<file path="config.mk">
export PLATFORM = sky130hd
export DESIGN_NAME = pcs_rx_framer
export DESIGN_NICKNAME = d
export VERILOG_FILES = /design/src/rtl/pcs_rx_pkg.sv /design/src/rtl/pcs_rx_hist.sv /design/src/rtl/pcs_rx_fsm.sv /design/src/rtl/pcs_rx_crs.sv /design/src/rtl/pcs_rx_framer.sv
export SDC_FILE = /design/constraint.sdc
export NUM_CORES = 1
export LEC_CHECK = 0
export BUFFER_PORTS_ARGS = -buffer_cell sky130_fd_sc_hd__buf_2
export CAP_MARGIN = 20
export CORE_MARGIN = 5
export CORE_UTILIZATION = 38
export CTS_BUF_LIST = sky130_fd_sc_hd__clkbuf_8
export DETAILED_ROUTE_END_ITERATION = 12
export GPL_ROUTABILITY_DRIVEN = 0
export PLACE_DENSITY = 0.6
export SETUP_SLACK_MARGIN = 0.1
export SYNTH_ARGS = -nofsm -noshare
export SYNTH_HDL_FRONTEND = slang
export SYNTH_HIERARCHICAL = 1
export SYNTH_SLANG_ARGS = --single-unit
</file>
<file path="constraint.sdc">
create_clock -name clk -period 2.4 [get_ports clk]
set_clock_uncertainty 0.05 [all_clocks]
set_input_delay 0.12 -clock clk [delete_from_list [all_inputs] [get_ports clk]]
set_output_delay 0.12 -clock clk [all_outputs]
set_load 0.01 [all_outputs]
</file>
<file path="src/rtl/pcs_rx_pkg.sv">
`timescale 1ns/1ps
package pcs_rx_pkg;

  localparam int GW = 5;

  typedef logic [GW-1:0] cgrp_t;

  typedef enum logic [1:0] {
    RS_IDLE,
    RS_ARM,
    RS_CARR,
    RS_RECV
  } rx_state_e;

  typedef enum logic {
    CS_OFF,
    CS_ON
  } cs_state_e;

  localparam cgrp_t CG_I = 5'b11111;
  localparam cgrp_t CG_J = 5'b11000;
  localparam cgrp_t CG_K = 5'b10001;
  localparam cgrp_t CG_T = 5'b01101;
  localparam cgrp_t CG_R = 5'b00111;

  // true for the sixteen code groups that carry a data nibble
  function automatic logic is_data(input cgrp_t c);
    case (c)
      5'b11110, 5'b01001, 5'b10100, 5'b10101,
      5'b01010, 5'b01011, 5'b01110, 5'b01111,
      5'b10010, 5'b10011, 5'b10110, 5'b10111,
      5'b11010, 5'b11011, 5'b11100, 5'b11101: is_data = 1'b1;
      default:                                is_data = 1'b0;
    endcase
  endfunction

endpackage

</file>
<file path="src/rtl/pcs_rx_hist.sv">
`timescale 1ns/1ps
module pcs_rx_hist #(
  parameter int W = 15
) (
  input  logic         clk,
  input  logic         rst,
  input  logic         bit_vld,
  input  logic         bit_in,
  output logic [W-1:0] win
);

  logic [W-2:0] hist;

  // newest bit sits at the LSB; the line rests at all ones
  assign win = {hist, bit_in};

  always_ff @(posedge clk) begin
    if (rst)          hist <= '1;
    else if (bit_vld) hist <= win[W-2:0];
  end

  AST_HIST_SHIFT: assert property (@(posedge clk) disable iff (rst)
    bit_vld |=> win[1] == $past(bit_in));

endmodule

</file>
<file path="src/rtl/pcs_rx_fsm.sv">
`timescale 1ns/1ps
module pcs_rx_fsm
  import pcs_rx_pkg::*;
#(
  parameter int ARM_BITS = 10
) (
  input  logic            clk,
  input  logic            rst,
  input  logic            bit_vld,
  input  logic [3*GW-1:0] win,
  output logic            receiving,
  output logic            rx_dv,
  output cgrp_t           rx_code,
  output logic            rx_er,
  output logic            prem_evt
);

  localparam int ACW = (ARM_BITS > 1) ? $clog2(ARM_BITS) : 1;
  localparam int CONF_BITS = GW - 2;
  localparam int WCW = $clog2(CONF_BITS);
  localparam int GCW = $clog2(GW);
  localparam logic [ACW-1:0] ARM_LAST  = ACW'(ARM_BITS - 1);
  localparam logic [WCW-1:0] CONF_LAST = WCW'(CONF_BITS - 1);
  localparam logic [GCW-1:0] GRP_LAST  = GCW'(GW - 1);
  localparam logic [3*GW-1:0] SSD_PAT  = {CG_I, CG_J, CG_K};

  rx_state_e      state;
  logic [ACW-1:0] arm_cnt;
  logic [WCW-1:0] wait_cnt;
  logic [GCW-1:0] grp_cnt;
  logic           seen_one;
  logic           t_pend;
  logic           i_pend;
  logic           cur_bit;
  cgrp_t          grp;

  assign cur_bit = win[0];
  assign grp     = win[GW-1:0];

  always_ff @(posedge clk) begin
    if (rst) begin
      state     <= RS_IDLE;
      arm_cnt   <= '0;
      wait_cnt  <= '0;
      grp_cnt   <= '0;
      seen_one  <= 1'b0;
      t_pend    <= 1'b0;
      i_pend    <= 1'b0;
      receiving <= 1'b0;
      rx_dv     <= 1'b0;
      rx_code   <= '0;
      rx_er     <= 1'b0;
      prem_evt  <= 1'b0;
    end else begin
      rx_dv    <= 1'b0;
      rx_er    <= 1'b0;
      prem_evt <= 1'b0;
      if (bit_vld) begin
        unique case (state)
          RS_IDLE: begin
            if (!cur_bit) begin
              state    <= RS_ARM;
              arm_cnt  <= '0;
              seen_one <= 1'b0;
            end
          end
          RS_ARM: begin
            if (!cur_bit && seen_one) begin
              state     <= RS_CARR;
              receiving <= 1'b1;
              wait_cnt  <= '0;
            end else begin
              if (cur_bit) seen_one <= 1'b1;
              if (arm_cnt == ARM_LAST) state   <= RS_IDLE;
              else                     arm_cnt <= arm_cnt + 1'b1;
            end
          end
          RS_CARR: begin
            if (wait_cnt == CONF_LAST) begin
              if (win == SSD_PAT) begin
                state   <= RS_RECV;
                grp_cnt <= '0;
                t_pend  <= 1'b0;
                i_pend  <= 1'b0;
              end else begin
                rx_er     <= 1'b1;
                receiving <= 1'b0;
                state     <= RS_IDLE;
              end
            end else begin
              wait_cnt <= wait_cnt + 1'b1;
            end
          end
          RS_RECV: begin
            if (grp_cnt != GRP_LAST) begin
              grp_cnt <= grp_cnt + 1'b1;
            end else begin
              grp_cnt <= '0;
              if (t_pend) begin
                t_pend <= 1'b0;
                if (grp == CG_R) begin
                  receiving <= 1'b0;
                  state     <= RS_IDLE;
                end else begin
                  rx_dv   <= 1'b1;
                  rx_code <= grp;
                  rx_er   <= 1'b1;
                  i_pend  <= (grp == CG_I);
                end
              end else if (grp == CG_T) begin
                t_pend <= 1'b1;
                i_pend <= 1'b0;
              end else if (grp == CG_I && i_pend) begin
                rx_er     <= 1'b1;
                prem_evt  <= 1'b1;
                receiving <= 1'b0;
                state     <= RS_IDLE;
              end else begin
                rx_dv   <= 1'b1;
                rx_code <= grp;
                rx_er   <= !is_data(grp);
                i_pend  <= (grp == CG_I);
              end
            end
          end
        endcase
      end
    end
  end

  AST_DV_SPACED: assert property (@(posedge clk) disable iff (rst)
    rx_dv |=> !rx_dv);
  AST_DV_NEEDS_RX: assert property (@(posedge clk) disable iff (rst)
    rx_dv |-> receiving);
  AST_PREM_ERR: assert property (@(posedge clk) disable iff (rst)
    prem_evt |-> (rx_er && !rx_dv));
  AST_RX_STAYS_IDLE: assert property (@(posedge clk) disable iff (rst)
    !bit_vld && !receiving |=> !receiving);

endmodule

</file>
<file path="src/rtl/pcs_rx_crs.sv">
`timescale 1ns/1ps
module pcs_rx_crs
  import pcs_rx_pkg::*;
(
  input  logic clk,
  input  logic rst,
  input  logic receiving,
  input  logic prem_evt,
  input  logic stat_rd,
  output logic crs,
  output logic prem_stat
);

  cs_state_e cs;

  assign crs = (cs == CS_ON);

  always_ff @(posedge clk) begin
    if (rst) begin
      cs        <= CS_OFF;
      prem_stat <= 1'b0;
    end else begin
      unique case (cs)
        CS_OFF: if (receiving)  cs <= CS_ON;
        CS_ON:  if (!receiving) cs <= CS_OFF;
      endcase
      // a new event outranks a read in the same cycle
      prem_stat <= prem_evt | (prem_stat & ~stat_rd);
    end
  end

  AST_CRS_ON: assert property (@(posedge clk) disable iff (rst)
    $rose(receiving) |=> crs);
  AST_CRS_OFF: assert property (@(posedge clk) disable iff (rst)
    !receiving |=> !crs);
  AST_STICKY_HOLD: assert property (@(posedge clk) disable iff (rst)
    prem_stat && !stat_rd |=> prem_stat);
  AST_SET_WINS: assert property (@(posedge clk) disable iff (rst)
    prem_evt |=> prem_stat);

endmodule

</file>
<file path="src/rtl/pcs_rx_framer.sv">
`timescale 1ns/1ps
module pcs_rx_framer
  import pcs_rx_pkg::*;
#(
  parameter int ARM_BITS = 10
) (
  input  logic       clk,
  input  logic       rst,
  input  logic       bit_vld,
  input  logic       bit_in,
  input  logic       stat_rd,
  output logic       receiving,
  output logic       crs,
  output logic       rx_dv,
  output logic [4:0] rx_code,
  output logic       rx_er,
  output logic       prem_stat
);

  localparam int WIN_W = 3 * GW;

  logic [WIN_W-1:0] win;
  logic             prem_evt;
  cgrp_t            code_q;

  pcs_rx_hist #(.W(WIN_W)) u_hist (
    .clk     (clk),
    .rst     (rst),
    .bit_vld (bit_vld),
    .bit_in  (bit_in),
    .win     (win)
  );

  pcs_rx_fsm #(.ARM_BITS(ARM_BITS)) u_fsm (
    .clk       (clk),
    .rst       (rst),
    .bit_vld   (bit_vld),
    .win       (win),
    .receiving (receiving),
    .rx_dv     (rx_dv),
    .rx_code   (code_q),
    .rx_er     (rx_er),
    .prem_evt  (prem_evt)
  );

  assign rx_code = code_q;

  pcs_rx_crs u_crs (
    .clk       (clk),
    .rst       (rst),
    .receiving (receiving),
    .prem_evt  (prem_evt),
    .stat_rd   (stat_rd),
    .crs       (crs),
    .prem_stat (prem_stat)
  );

  AST_DV_UNDER_CRS: assert property (@(posedge clk) disable iff (rst)
    rx_dv |-> crs);
  AST_RESET_QUIET: assert property (@(posedge clk)
    rst |=> !(receiving || crs || rx_dv || rx_er || prem_stat));

endmodule

</file>
Word-level counts from Yosys, hierarchy flattened. Memory sizes are Yosys's and may differ from the RTL's. Cells that the tools add are included.

Memories: 1. ROM bits: 32. Output and inout port bits: 10. Register bits after elaboration: 39. RAM bits: 0. Bits in latches: 0. Word-level logic and storage cells: 146.

Multipliers: 0. Magnitude comparators: 0. Reduce and logical (&&, ||, !) cells: 21. $add $sub $neg: 3. Equality and inequality tests: 29. Shift-type cells: 0. Bitwise operators: 6. Muxes and demuxes: 71. Div/mod/pow operators: 0.

Memory list: (no name shown) (words 32, width 1, rd ports 1, clocked after memory_dff 0, wr ports 0, line pcs_rx_pkg.sv:28) `case (c)`.

Operator list (number): $mux W1 (40); $mux W2 (12); $mux W5 (4); $ne A2 B2 Y1 const B (8); $eq A15 B15 Y1 const B (1); $reduce_and A5 Y1 (3); $mux W4 (3); $ne A2 B1 Y1 const B (5); $mux W3 (3); $ne A3 B3 Y1 const B (3); $reduce_and A9 Y1 (1); $pmux W1 S2 (4); $pmux W2 S4 (1); $pmux W4 S2 (1); $reduce_and A4 Y1 (2); $reduce_and A8 Y1 (1); $reduce_and A7 Y1 (1); $eq A2 B2 Y1 const B (3); $ne A3 B1 Y1 const B (2); $pmux W3 S2 (1); $reduce_and A6 Y1 (1); $reduce_bool A2 Y1 (3); $reduce_or A6 Y1 (1); $eq A5 B3 Y1 const B (1); other kinds (20) (25).

Depth between registers and ports, before layout. Gate-level depths: netlist of the first run.

Depth after elaboration: 15. Gate-level depth with buffers: 8. Depth with buffers taken out: 7.

Hierarchy. The synthesis of the first run kept the hierarchy.

By module, submodules not included: pcs_rx_fsm (seq. area each 460.4 um^2, times used 1, area an instance 1305.0 um^2, cells each 165); pcs_rx_hist (seq. area each 280.3 um^2, times used 1, area an instance 550.5 um^2, cells each 47); pcs_rx_crs (seq. area each 40.0 um^2, times used 1, area an instance 65.1 um^2, cells each 6).

Worst setup path after synthesis of the first run. OpenSTA, ideal clock, no wires.

Path kind: reg-to-reg. Start point: register u_hist.hist[2]. End point: register u_fsm.grp_cnt[0]. Arrival: 1.860 ns. Buffers on the path: 0. Setup slack: 0.355 ns. Cell stages (with the launch flop): 6. Data required time: 2.215 ns. Cells stage by stage: dfxtp_1 > or4_1 > or4_4 > and2_4 > nor3_2 > a211oi_1.

Word-level cells in the longest chain between the ends: 3.

RTL lines: from (decl) (line pcs_rx_hist.sv:12) `logic [W-2:0] hist;`; from (signal assigned) (line pcs_rx_hist.sv:19) `else if (bit_vld) hist <= win[W-2:0];`; $eq A15 B15 Y1 (line pcs_rx_fsm.sv:80) `if (win == SSD_PAT) begin`; $ne A2 B1 Y1 (no line); $reduce_and A4 Y1 (no line); to (signal assigned) (line pcs_rx_fsm.sv:96) `grp_cnt <= grp_cnt + 1'b1;`; to (decl) (line pcs_rx_fsm.sv:30) `logic [GCW-1:0] grp_cnt;`.

Every way passes these cells. A chain may end at the register's enable or synchronous reset.

Worst setup path in the final report of the first run.
Start point: register u_hist.hist[2]. End point: register u_fsm.receiving.

Word-level cells in the longest chain between the ends: 4.

RTL lines: $eq A5 B5 Y1 (line pcs_rx_fsm.sv:113) `end else if (grp == CG_I && i_pend) begin`; $logic_and A1 B1 Y1 (line pcs_rx_fsm.sv:113); $ne A3 B1 Y1 (no line); $reduce_and A9 Y1 (no line) *; to (signal assigned) (line pcs_rx_fsm.sv:87) `receiving <= 1'b0;`; to (signal assigned) (line pcs_rx_fsm.sv:102) `receiving <= 1'b0;`; to (signal assigned) (line pcs_rx_fsm.sv:116) `receiving <= 1'b0;`; to (decl) (line pcs_rx_fsm.sv:11) `output logic receiving,`.

Every way passes the cells marked *; elsewhere a longest branch is shown, timed or not.

==> summary.md, run 1 <==
| Metric | Value |
|---|---|
| Post-synthesis cell type count | `between 40 and 50` |
| Post-CTS setup buffers | `0` |
| RR Startpoint | `u_hist/hist[2]` |
| PwrDens | `582 nW/um2` |
| Post-synth EDFFs | `0` |
| Total Routing Usage GR | `a little over an eighth` |
| Clock Sinks | `39` |
| Via count | `about 1.6k` |
| Slew Viols, Final | `0` |
| Synthesized area | `slightly below 2000 um2` |
| Die H | `between 80 and 90 um` |
| H-tree Lvls | `2` |
| Share of cells above drive strength 1 | `about 13%` |
| DIE AREA | `approximately 6600 um2` |
| HP Start | `stat_rd` |
| RSZ-0062 raised after global routing | `no` |
| Largest fanout on the critical path | `8` |
| LEAKAGE | `0.801 nW` |
| Yosys Warn Count | `6` |
| Core area | `4820 um2` |
| Final wirelength | `about 3900 um` |
| Post-route setup TNS | `0 ps` |
| WHS Path Cells | `3` |
| DRC Markers | `0` |
| First-pass DRT Iterations | `4` |
| Maxcap violations | `0` |
| FMAX | `about 460 MHz` |
| FP Rows | `25` |
| Pin count of the biggest net entering global routing | `29` |
| CTS root buffer | `clkbuf_8` |
| Worst skew pair latency | `around 290 ps` |
| FILL cells | `a little over 500` |
| Starting DRT DRC Count | `96` |
| Post-synthesis async set-or-reset flop share | `0%` |
| Port bufs | `14` |
| Worst R2R Path Depth | `5` |
| Final Setup Violations | `0` |
| Initial antenna violation count | `0` |
| Grt ovf | `0` |
| CP endpoint kind | `register` |
| Final nets | `240` |
| Sequential area share after synthesis | `40.7%` |
| Yosys reg bits | `39` |
| Reg2reg setup slack | `between 200 and 250 ps` |
| Avg Vias per Cell | `~5.3` |
| Antenna cells | `0` |
| Synth Net Count | `around 230` |
| VDD IR-drop max | `approximately 0.4 mV` |
| CP Launch Type | `register` |
| Hold Path Class | `input pin to register` |
| CTS Buf Count | `5` |
| Routed wirelength normalized by instance count | `roughly 13 um` |
| Clk slew on worst S/H paths | `roughly 80 ps` |
| Status | `finished clean` |
| Arrival time at the worst endpoint | `2340 ps` |
| TritonCTS clock tree | `yes` |
| Antenna Nets Post-Route | `0` |
| Syn Area/Cell | `about 8.8 um2` |
| IO Count | `15` |
| Vias in the first global route | `approximately 1.5k` |
| Clock buffer depth | `2` |
| First-pass GRT wire length | `6920 um` |
| Rel. slew slack | `63.5%` |
| Hold Worst Slack | `55.8 ps` |
| Critical path class | `register to register` |
| Clock period minus worst slack | `2180 ps` |
| DP Wirelength | `2700 um` |
| Worst slew pin tran | `540 ps` |
| Main synth FF type | `dfxtp_1` |
| Area growth syn-to-layout | `9.97%` |
| RR Endpoint | `u_fsm/receiving` |
| Design Power | `roughly 1.2 mW` |
| Worst EP required | `between 2000 and 3000 ps` |
| Starting Density | `about 40%` |
| Period utilization | `90.7%` |
| Count of final hold-check violations | `0` |
| Synth Instances | `between 200 and 250` |
| Hold endpoint | `u_crs/prem_stat` |
| Die width | `roughly 81 um` |
[registers in the layout, indices dropped and copies added, names as in the netlist, 2 cells and up]
name            cells
u_hist/hist        14
u_fsm/rx_code       5
u_fsm/arm_cnt       4
u_fsm/grp_cnt       3
u_fsm/state         2
u_fsm/wait_cnt      2
[how the worst max path moves through the flow]
stage / start / end / slack (ps) / depth (start not counted)
floorplan: u_hist/hist[2] / u_fsm/grp_cnt[0] / 350 / 5
global placement: u_hist/hist[2] / u_fsm/grp_cnt[0] / 260 / 5
detailed placement: u_hist/hist[2] / u_fsm/grp_cnt[2] / 230 / 5
CTS: u_hist/hist[2] / u_fsm/grp_cnt[2] / 220 / 5
global route: u_hist/hist[2] / u_fsm/grp_cnt[0] / 150 / 5
finish: u_hist/hist[2] / u_fsm/receiving / 220 / 5
[routing by layer]
| metal | global-route usage [%] | wire length [um] | vias to the layer above |
|---|---|---|---|
| li1 | - | - | 816 |
| met1 | 16.5 | 1890 | 755 |
| met2 | 21.9 | 1850 | 13 |
| met3 | 3.33 | 89 | 2 |
| met4 | 6.08 | 36 | 0 |
| met5 | 0 | 0 | - |
[logic make-up (layout without fill, tap and decap cells)]
family          count (synthesis)  in the layout  share of synthesized area, %
simple gates                   87             87                          26.3
compound gates                 64             64                          23.1
flops                          39             39                          40.7
buf+inv                        22             35                          6.12
fa+ha+maj                       5              5                          3.26
mux                             1              1                         0.521
[cell usage after synthesis (2+ instances only)]
cell	count	area (um2)
nor3b_1	2	15.0
a31oi_1	2	12.5
a21oi_1	20	100
or4_1	2	15.0
clkbuf_1	8	30.0
nand2_1	12	45.0
a2111oi_0	3	26.3
nor2_1	14	52.6
dfxtp_1	39	781
nand2b_1	8	50.1
a211o_1	14	123
and2b_1	6	45.0
inv_1	9	33.8
a211oi_1	3	22.5
nand3_1	9	45.0
ha_1	5	62.6
or3_1	3	18.8
nor2b_1	12	75.1
nor3_1	3	15.0
nand3b_1	4	30.0
o21ai_0	10	50.1
buf_8	2	30.0
nand4b_1	3	26.3
[layout by cell type (no fill, tap or decap), types with 2 or more instances in the layout]
master and n:
nand3b_1 4, buf_4 4, nor3_1 3, a211o_1 14, ha_1 5, o21ai_0 10
nor2b_1 12, dfxtp_1 39, and2b_1 6, nor2_1 14, a211oi_1 3, nand2_1 12
a2111oi_0 3, nor3b_1 2, nand4b_1 3, or3_1 3, nand2b_1 8, nand3_1 9
inv_1 10, a31oi_1 2, or4_1 2, clkbuf_8 5, buf_2 14, a21oi_1 20
[cell type report]
| type | instances | area (um2) | area share [%] |
|---|---|---|---|
| clock buffer | 5 | 68.8 | 3.26 |
| multi-input combinational | 157 | 1030 | 48.7 |
| clock inverter | 3 | 16.3 | 0.770 |
| sequential | 39 | 781 | 37.0 |
| inverter | 9 | 33.8 | 1.60 |
| timing repair buffer | 18 | 100 | 4.74 |
| tap | 67 | 83.8 | 3.97 |
[what timing repair did]
| item | 4_1_cts | 5_1_grt |
|---|---|---|
| hold buffers | 0 | 0 |
| setup endpoints to repair | 0 | 1 |
| resized for setup | 0 | 1 |
[critical path, cell delays in order, from the launching register on]
cell and delay [ps]:
dfxtp_1 370, or4_1 540, or4_4 590, and2_4 200, a21o_1 160, a211oi_2 190
[metrics by stage]
stage	instance area, um2	setup WS (ps)	util, %	cells
detailed placement	2020	231	41.9	290
global placement	2020	257	41.9	290
finish	2110	223	43.8	298
CTS	2110	221	43.7	298
floorplan	1920	355	-	218
global route	2110	154	43.8	298
[where the power goes]
group | internal [mW] | total [mW] | leakage, nW | switching, mW
sequential | 0.667 | 0.689 | 0.318 | 0.0219
combinational | 0.0505 | 0.115 | 0.437 | 0.0648
clock | 0.199 | 0.424 | 0.0453 | 0.225
total | 0.916 | 1.23 | 0.801 | 0.312
Power figures use the tool's default switching activity.
==> run 2, diff against run 1 <==
Settings changed: CORE_UTILIZATION 38 to 33, PLACE_DENSITY 0.6 to 0.54.
==> summary.md, run 2 (synthesis gave the netlist of run 1 again) <==
| Metric | Value |
|---|---|
| Hold Worst Slack | `55.6 ps (was 55.8 ps)` |
| VDD IR-drop max | `0.352 mV (was 0.396 mV)` |
| Starting DRT DRC Count | `124 (was 96)` |
| Clk slew on worst S/H paths | `70 ps (was 80 ps)` |
| Die width | `86.3 um (was 81.1 um)` |
| Hold Path Class | `input pin to register (unchanged)` |
| TritonCTS clock tree | `yes (unchanged)` |
| Grt ovf | `0 (unchanged)` |
| Starting Density | `34.5% (was 39.9%)` |
| Antenna cells | `0 (unchanged)` |
| First-pass DRT Iterations | `4 (unchanged)` |
| Most frequent cells in the layout | `39 x dfxtp_1, 20 x a21oi_1, 14 x buf_2, 14 x nor2_1, 14 x a211o_1 (unchanged)` |
| Clock Sinks | `39 (unchanged)` |
| CP peak stage delay | `580 ps (was 590 ps)` |
| FILL cells | `584 (was 503)` |
| Top Registers | `u_hist/hist (14), u_fsm/rx_code (5), u_fsm/arm_cnt (4) (unchanged)` |
| Avg Vias per Cell | `5.10 (was 5.32)` |
| CTS root buffer | `clkbuf_8 (unchanged)` |
| Die H | `86.3 um (was 81.1 um)` |
| Port bufs | `14 (unchanged)` |
| DRC Markers | `0 (unchanged)` |
| Maxcap violations | `0 (unchanged)` |
| Placed Cells | `296 (was 290)` |
| FMAX | `477 MHz (was 459 MHz)` |
| CP endpoint kind | `register (unchanged)` |
| Area growth syn-to-layout | `12.1% (was 9.97%)` |
| DIE AREA | `7450 um2 (was 6580 um2)` |
| Reg2reg setup slack | `300 ps (was 220 ps)` |
| Crit-path slowest cell | `or4_4 (unchanged)` |
| CTS Buf Count | `5 (unchanged)` |
| Arrival time at the worst endpoint | `2210 ps (was 2340 ps)` |
| Initial antenna violation count | `0 (unchanged)` |
| Vias in the first global route | `1425 (was 1542)` |
| Largest Register | `u_hist/hist (unchanged)` |
| Final Non-Filler Cells | `304 (was 298)` |
| Worst skew pair latency | `280 ps (was 290 ps)` |
| Worst EP required | `2510 ps (was 2560 ps)` |
| Core area | `5570 um2 (was 4820 um2)` |
| IO Count | `15 (unchanged)` |
| Share of cells above drive strength 1 | `14.2% (was 13.4%)` |
| Via count | `1551 (was 1586)` |
| Clock period minus worst slack | `2100 ps (was 2180 ps)` |
| LEAKAGE | `0.809 nW (was 0.801 nW)` |
| Largest fanout on the critical path | `5 (was 8)` |
| First-pass GRT wire length | `6840 um (was 6920 um)` |
| RSZ-0062 raised after global routing | `no (unchanged)` |
| Routed wirelength normalized by instance count | `13.1 um (was 13.0 um)` |
| PwrDens | `635 nW/um2 (was 582 nW/um2)` |
| Status | `finished clean (unchanged)` |
| Cell area after layout | `2150 um2 (was 2110 um2)` |
| Hold buffers post-CTS | `0 (unchanged)` |
| Final Setup Violations | `0 (unchanged)` |
| Slew Viols, Final | `0 (unchanged)` |
| Final wirelength | `3980 um (was 3870 um)` |
| DP Wirelength | `2790 um (was 2700 um)` |
| Clock buffer depth | `2 (unchanged)` |
| Post-CTS setup buffers | `0 (unchanged)` |
| Final nets | `241 (was 240)` |
| Placed Area | `2030 um2 (was 2020 um2)` |
| H-tree Lvls | `2 (unchanged)` |
| Most common cell after layout, fill and taps aside | `dfxtp_1 (unchanged)` |
| Pin count of the biggest net entering global routing | `29 (unchanged)` |
| Antenna Nets Post-Route | `0 (unchanged)` |
| Count of final hold-check violations | `0 (unchanged)` |
| Worst slew pin tran | `632 ps (was 540 ps)` |
| CTS resizes | `0 (unchanged)` |
| CP Launch Type | `register (unchanged)` |
| Cell Chain, Critical Path | `or4_1, or4_4, and2_4, nor3_2, a211oi_1 (was or4_1, or4_4, and2_4, a21o_1, a211oi_2)` |
| Rel. slew slack | `57.3% (was 63.5%)` |
| Period utilization | `87.4% (was 90.7%)` |
| Total Routing Usage GR | `11.4% (was 13.4%)` |
| Worst path bufs/invs | `0 (unchanged)` |
| Post-route setup TNS | `0 ps (unchanged)` |
| Largest register FFs | `14 (unchanged)` |
| Dominant delay contributor by cell family on the critical path | `simple AND/OR/NAND/NOR gates (unchanged)` |
| FP Rows | `27 (was 25)` |
| Critical path class | `register to register (unchanged)` |
run 2: cell count changes in the layout (fill, tap and decap cells not counted), sizes merged:
cell / change
buf: +1
inv: -1
bufinv: +1
clkinvlp: -1
clkbuf: +1
run 2: power by group:
part / switching (mW) / total, mW / leakage (nW) / internal, mW
clock network: 0.224 / 0.560 / 0.0612 / 0.336
logic: 0.0672 / 0.119 / 0.429 / 0.0517
registers: 0.0214 / 0.688 / 0.318 / 0.667
run 2: worst paths after layout:
kind                   from                to  cells after the start
max          u_hist/hist[2]  u_fsm/grp_cnt[2]                      5
min                 stat_rd   u_crs/prem_stat                      3
max reg2reg  u_hist/hist[2]  u_fsm/grp_cnt[2]                      5
min reg2reg  u_fsm/prem_evt   u_crs/prem_stat                      2
run 2: layer usage:
layer | part of all wire [%] | global-route usage [%] | up-vias
met5 | 0 | 0 | -
met4 | 0.50 | 2.97 | 0
met3 | 2.1 | 3.71 | 2
met2 | 47 | 18.3 | 7
met1 | 51 | 14.8 | 725
li1 | - | - | 817
run 2: cell type report:
cell class	instances	area (um2)	area share [%]
timing repair buffer	19	108	5.00
inverter	9	33.8	1.57
multi-input combinational	157	1020	47.5
sequential	39	781	36.3
clock buffer	6	82.6	3.84
tap	72	90.1	4.19
clock inverter	2	35.0	1.63
run 2: worst reg2reg max path, delay by kind of cell, from the launching register on:
kind	cells	cell delay, ps
DFF	1	310
AOI/OAI and AO/OA	1	100
and+or+nand+nor	4	1510
run 2: stage by stage:
stage	power (mW)	util [%]	worst slack (ps)
finish	1.37	38.6	302
detailed placement	0.821	36.5	316
global route	1.43	38.6	208
global placement	0.821	36.5	311
floorplan	0.796	-	355
CTS	1.39	38.6	300
